### config.mk
export PLATFORM = sky130hd
export DESIGN_NAME = pwr_mode_seq
export DESIGN_NICKNAME = d
export VERILOG_FILES = /design/src/rtl/pwr_mode_seq.sv
export SDC_FILE = /design/constraint.sdc
export NUM_CORES = 1
export LEC_CHECK = 0
export ABC_AREA = 1
export BUFFER_PORTS_ARGS = -buffer_cell sky130_fd_sc_hd__clkbuf_2
export CAP_MARGIN = 20
export CORE_MARGIN = 5
export CORE_UTILIZATION = 55
export CTS_BUF_LIST = sky130_fd_sc_hd__clkbuf_4 sky130_fd_sc_hd__clkbuf_8
export CTS_CLUSTER_DIAMETER = 80
export DETAILED_ROUTE_END_ITERATION = 8
export PLACE_DENSITY = 0.87
export SLEW_MARGIN = 20
export SYNTH_ARGS = -nofsm -noshare
export SYNTH_HDL_FRONTEND = slang
export SYNTH_SLANG_ARGS = --single-unit
### constraint.sdc
create_clock -name clk -period 4.28 [get_ports clk]
set_clock_uncertainty 0.2 [all_clocks]
set_input_delay 0.214 -clock clk [delete_from_list [all_inputs] [get_ports clk]]
set_output_delay 0.214 -clock clk [all_outputs]
set_load 0.05 [all_outputs]
### src/rtl/pwr_mode_seq.sv
module pwr_mode_seq #(
  parameter int HOLD_CYC = 260000,
  parameter int XFER_CYC = 390000,
  parameter int STAT_W   = 16
) (
  input  logic              clk,
  input  logic              supply_ok,
  input  logic              ext_rst_n,
  input  logic              pm1,
  input  logic              pm0,
  input  logic [STAT_W-1:0] evt,
  input  logic [STAT_W-1:0] irq_en,
  input  logic              st_we,
  input  logic [STAT_W-1:0] st_wdata,
  output logic [1:0]        mode,
  output logic              dflt_load,
  output logic [STAT_W-1:0] status,
  output logic              rst_done,
  output logic              irq_n
);
  localparam int MAXC = (HOLD_CYC > XFER_CYC) ? HOLD_CYC : XFER_CYC;
  localparam int CW   = $clog2(MAXC + 1);
  localparam int DONE = STAT_W - 1;
  localparam logic [STAT_W-1:0] DMASK = {1'b1, {(STAT_W-1){1'b0}}};

  typedef enum logic [1:0] {S_OFF, S_SLP, S_XFER, S_RUN} st_t;

  st_t               st;
  logic [CW-1:0]     cnt;
  logic [STAT_W-1:0] stat;
  logic              load_q;

  wire dead     = !supply_ok || !ext_rst_n;
  wire go       = !pm1 && pm0;
  wire hold_end = (cnt == CW'(HOLD_CYC - 1));
  wire xfer_end = (cnt == CW'(XFER_CYC - 1));

  wire [STAT_W-1:0] clr  = st_we ? st_wdata : '0;
  wire [STAT_W-1:0] setv = evt & ~DMASK;
  wire [STAT_W-1:0] nxt  = (stat & ~clr) | setv;

  always_ff @(posedge clk) begin
    if (dead) begin
      st     <= S_OFF;
      cnt    <= '0;
      stat   <= '0;
      load_q <= 1'b0;
    end else begin
      load_q <= 1'b0;
      stat   <= nxt;
      unique case (st)
        S_OFF:
          if (hold_end) begin
            st  <= S_SLP;
            cnt <= '0;
          end else cnt <= cnt + 1'b1;
        S_SLP:
          if (go) begin
            st     <= S_XFER;
            cnt    <= '0;
            load_q <= 1'b1;
            stat   <= '0;
          end
        S_XFER:
          if (xfer_end) begin
            st   <= S_RUN;
            cnt  <= '0;
            stat <= nxt | DMASK;
          end else cnt <= cnt + 1'b1;
        default: ;
      endcase
    end
  end

  assign mode      = (st == S_OFF) ? 2'd0 : (st == S_SLP) ? 2'd1 : 2'd2;
  assign dflt_load = load_q;
  assign status    = stat;
  assign rst_done  = stat[DONE];
  assign irq_n     = ~(|(stat & (irq_en | DMASK)));

  a_r6_xfer_bound: assert property (@(posedge clk) disable iff (dead)
    (st == S_XFER) |-> (cnt < CW'(XFER_CYC)));
  a_r5_load_single: assert property (@(posedge clk) disable iff (dead)
    load_q |=> !load_q);
  a_r5_load_clean: assert property (@(posedge clk) disable iff (dead)
    load_q |-> (stat == '0) && (st == S_XFER));
  a_r7_done_sticky: assert property (@(posedge clk) disable iff (dead)
    (stat[DONE] && !(st_we && st_wdata[DONE])) |=> stat[DONE]);
  a_r6_done_source: assert property (@(posedge clk) disable iff (dead)
    $rose(stat[DONE]) |-> (st == S_RUN) && ($past(st) == S_XFER));
  a_r4_sleep_hold: assert property (@(posedge clk) disable iff (dead)
    (st == S_SLP && !go) |=> (st == S_SLP));
  a_r11_run_stays: assert property (@(posedge clk) disable iff (dead)
    (st == S_RUN) |=> (st == S_RUN));
endmodule

* Word-level counts from Yosys, hierarchy flattened
Index checks and enable logic that the tools add are counted.
Word-level totals: logic and storage cells 44, bits of input ports 54, ROM bits 0, bits in writable memories 0, output and inout bits 21, flip-flop bits (word level) 38, memories kept 0, bits in latches 0
Operators by class: add/sub/neg operators 1, multiply operators 0, eq/ne operators 7, reduce and logical (&&, ||, !) cells 11, magnitude comparators 0, divide/modulo/power cells 0, mux-type cells 15, bitwise gates (word level) 6, shift operators 0
Operators with widths (number):
- 19-bit two-way mux | 3
- 19-bit one-hot mux with 3 select lines | 1
- 16-bit two-way mux | 3
- 16-bit bitwise AND | 2
- 16-bit one-hot mux with 2 select lines | 1
- 19-bit by 1-bit adder with 19-bit output, second input constant | 1
- 19-bit by 18-bit == test with 1-bit output, second input constant | 1
- 19-bit == test, second input constant | 1
- 16-bit NOT | 1
- 16-bit by 15-bit OR with 16-bit output | 1
- 16-bit OR reduction | 1
- 2-bit two-way mux | 5
- 2-bit != test, second input constant | 3
- 2-bit one-hot mux with 3 select lines | 1
- 4-bit AND reduction | 1
- 1-bit zero test | 3
- 3-bit nonzero test | 1
- 2-bit by 1-bit == test with 1-bit output, second input constant | 1
- 2-bit == test, second input constant | 1
- 2-bit zero test | 1
- 1-bit NOT | 2
- 2-bit AND reduction | 1
- 2-bit OR reduction | 1
- 1-bit logical AND | 1
- other kinds (2) | 2

* Depth between registers and ports, before layout
depth after elaboration 6, depth in mapped cells 11

* Least setup slack after synthesis
No wires, ideal clock.
path type flip-flop to flip-flop, start reg st[1], end reg cnt[5], setup time 0.110 ns, data arrival time 1.705 ns, stages on the path, launching flop included 11, setup slack 2.265 ns, path buffers 1, path through dfxtp_1 > inv_1 > ha_1 > nand2_1 > nand2_2 > buf_2 > nor2_1 > o21ai_0 > a21oi_1 > nand2_1 > inv_1
Between the ends: cells in the longest elaborated chain, start to end 3
Ends and longest elaborated chain:
- from (decl) | RTL line 28 | st_t st;
- from (signal assigned) | RTL line 44 | st <= S_OFF;
- from (signal assigned) | RTL line 54 | st <= S_SLP;
- from (signal assigned) | RTL line 59 | st <= S_XFER;
- 2-bit by 1-bit == test with 1-bit output (tied with other cells) | RTL line 51 | unique case (st)
- 2-bit != test (no line) or 3-bit nonzero test (tied branches)
- 2-bit AND reduction (no line)
- to (signal assigned) | RTL line 56 | end else cnt <= cnt + 1'b1;
- to (signal assigned) | RTL line 69 | end else cnt <= cnt + 1'b1;
- to (decl) | RTL line 29 | logic [CW-1:0] cnt;
Several ways; a longest one is shown, not always the timed one. A chain may end at the register's enable or synchronous reset.

* Final worst setup path
start reg st[1], end reg cnt[16]
The elaborated chain is that of the path after synthesis.

==> results.tsv <==
stage	metric	value	unit
outcome	outcome	completed	
sta	finalMaxSlewViolations	0	
synth	synth-seq-area-share	0.366	
detailed_routing	vias_per_cell	5.09	
synth	syn_area	2080	um2
detailed_routing	wl_met2	2890	um
run	maxCapViolCount	0	
sta	rsz0062_at_grt	no	
sta	period_minus_slack	2.19	ns
critical_path	crit_chain	inv_1, ha_1, nand2_1, nand2_2, inv_2, nand4_1, o21ai_0, nand2_1, nor2_1	
clock_network	root_buffer	clkbuf_8	
clock_network	cts_sinks	38	
critical_path	rrSetupSlack	2.09	ns
critical_path	cpPeakStageDelay	0.37	ns
critical_path	rr_endpoint	cnt[16]	
hold_path	hp-class	in -> reg	
power_and_ir_drop	max-vdd-ir-drop	0.179	mV
power_and_ir_drop	p_leak	1.31	nW
critical_path	critPathKind	reg -> reg	
sta	fmax	456	MHz
clock_network	h-tree-depth	2	
finish	area_growth	30.5	%
detailed_routing	top_layer	met4	
placed_design	dp_hpwl	4240	um
finish	drive_gt1_frac	0.243	
floorplanning	start_util	0.567	
critical_path	cp-end-kind	flop	
finish	layout.cells.non_filler	451	
global_route	gr-total-overflow	0	
detailed_routing	dr.first_iter.drc_count	115	
clock_network	path_clk_slew	0.08	ns
global_route	grt_pass1_wl	9990	um
floorplanning	placementRows	22	
global_route	antenna_found_initial	0	
sta	worst_pin_slew	0.479	ns
floorplanning	die_y	71.5	um
detailed_routing	wirelength_met1	2400	um
detailed_routing	route.met3.wl	455	um
synth	synthCells	314	
sta	period_share	0.512	
detailed_routing	wire_per_inst	13.1	um
detailed_routing	ant_nets	0	
clock_network	cts_tree	built	
clock_network	clk_latency	0.30	ns
detailed_routing	first_pass_iters	5	
critical_path	slowest_stage	dfxtp_1	
sta	hold_viol_final	0	
critical_path	cp_common_cell	nand2_1	
synth	async_flop_share	0	
placed_design	io_buffers	72	
sta	finalSetupTns	0	ns
synth	synthFlopType	dfxtp_1	
sta	finalWorstSetupSlack	2.09	ns
placed_design	placed_cells	426	
detailed_routing	drc	0	
power_and_ir_drop	power_density	271	nW/um2
global_route	grt_pass1_vias	2273	
detailed_routing	wirelength	5890	um
placed_design	post-place-ws	2.17	ns
synth	synth-seq-cells	38	
sta	setup_viol	0	
synth	synth_area_leaders	dfxtp_1 (37%), nand2_1 (14%), nor2_1 (10%)	
clock_network	clock_path_buffers	2	
critical_path	worstSetupStartpointType	flop	
clock_network	numCtsBuffers	5	
sta	hold_ws	0.00637	ns
critical_path	required	4.30	ns
global_route	grt_max_degree	17	
placed_design	place_congestion	0.945	
critical_path	cp-endpoint	cnt[16]	
synth	synth.avg_cell_area	6.61	um2
synth	yosysWarnings	0	
clock_network	cts_resized	0	
floorplanning	die_area	5110	um2
critical_path	crit_start	st[1]	
floorplanning	chipWidth	71.5	um
critical_path	worstRegToRegCells	9	
floorplanning	io-pin-count	75	
floorplanning	coreArea	3660	um2
synth	synth_nets	374	
synth	synth_edf_count	0	
clock_network	cts_setup_buffers	0	
detailed_routing	vias	2294	
finish	regArea	761	um2
synth	synth_top_area_cell	dfxtp_1	
critical_path	arrival	2.21	ns
critical_path	critPathMaxFanout	12	
synth	synth.distinct_cells	30	
finish	fill_cells	290	
global_route	grt_usage	0.243	
sta	relSlewSlack	0.680	
critical_path	timing.rr.start	st[1]	
finish	multiInputGateArea	1130	um2
synth	synth_top_area_frac	0.366	
finish	nNetsFinal	462	
finish	antenna_cells	0	
-- worst min path at each step --
| stage | slack [ns] | to | depth (start not counted) | from |
|---|---|---|---|---|
| after floorplan | 0.15 | status[0] | 2 | evt[0] |
| after detailed placement | 0.24 | status[2] | 3 | evt[2] |
| after CTS | 0.009 | status[15] | 4 | st_wdata[15] |
| final | 0.006 | status[15] | 4 | st_wdata[15] |
| after global placement | 0.24 | status[1] | 3 | evt[1] |
| after global routing | 0.02 | status[15] | 4 | st_wdata[15] |
-- sequential cells by signal, indices dropped and copies added, names as in the netlist --
register	cells
status	16
st	2
dflt_load	1
cnt	19
-- power breakdown --
part	switching [mW]	internal (mW)	total, mW	leakage, nW
clock network	0.122	0.136	0.258	0.0517
logic	0.0643	0.0431	0.107	0.949
registers	0.00649	0.362	0.368	0.309
-- synth_stat cells, drive strengths merged, types with 2 or more instances --
library cell,number
nand3,26
clkbuf,2
nor2,61
nand4,8
inv,35
dfxtp,38
nand2,83
nor3,6
a221oi,3
a21oi,22
xor2,4
buf,6
o21ai,9
ha,6
-- through the flow --
step | instance area (um2) | power (mW) | utilization
6_report | 2710 | 0.733 | 0.740
5_1_grt | 2710 | 0.763 | 0.740
3_5_place_dp | 2440 | 0.469 | 0.668
4_1_cts | 2710 | 0.739 | 0.740
3_3_place_gp | 2440 | 0.468 | 0.668
2_1_floorplan | 2080 | 0.431 | -
-- worst max-delay path, delay by kind of cell (launching register included) --
| family | cells | cell delay, ns |
|---|---|---|
| flops | 1 | 0.37 |
| buf+inv | 2 | 0.37 |
| fa+ha+maj | 1 | 0.23 |
| compound gates | 1 | 0.21 |
| simple gates | 5 | 0.73 |
-- cells by family (layout without fill, tap and decap cells) --
| family | Yosys count | in the layout | synth area share |
|---|---|---|---|
| XOR/XNOR | 4 | 4 | 0.0169 |
| AND/OR/NAND/NOR | 186 | 186 | 0.392 |
| buffers and inverters | 44 | 133 | 0.0904 |
| AO/OA/AOI/OAI | 36 | 36 | 0.0982 |
| flip-flops | 38 | 38 | 0.366 |
| adder cells (fa/ha/maj) | 6 | 6 | 0.0361 |
-- layout make-up --
cell class,count,area share
sequential,38,0.281
timing repair buffer,89,0.196
tap,48,0.0222
clock buffer,7,0.0332
clock inverter,1,0.00185
multi-input combinational,232,0.416
inverter,36,0.0499
-- routing by layer --
layer	vias up	GRT usage
li1	1181	-
met1	1009	0.270
met2	90	0.439
met3	14	0.0477
met4	0	0.115
met5	-	0
-- layout by cell type (no fill, tap or decap), types with 2 or more instances in the layout --
cell type,Yosys,final
xor2_1,4,4
o21ai_0,7,7
a21oi_1,21,21
nand2_2,5,5
inv_1,33,33
inv_2,2,2
dlygate4sd3_1,0,17
nand3_1,24,24
dfxtp_1,38,38
nand4_1,8,8
nor3_1,6,6
nor2_1,56,56
clkbuf_8,0,6
clkbuf_2,0,72
nor2_2,5,5
a221oi_1,3,3
nand2_1,77,77
ha_1,6,6
-- repair_timing --
| item | 4_1_cts | 5_1_grt |
|---|---|---|
| endpoints found under the hold margin | 16 | 0 |
| hold buffers | 17 | 0 |
| setup endpoints to repair | 0 | 0 |
(Power assumes the default switching activity.)
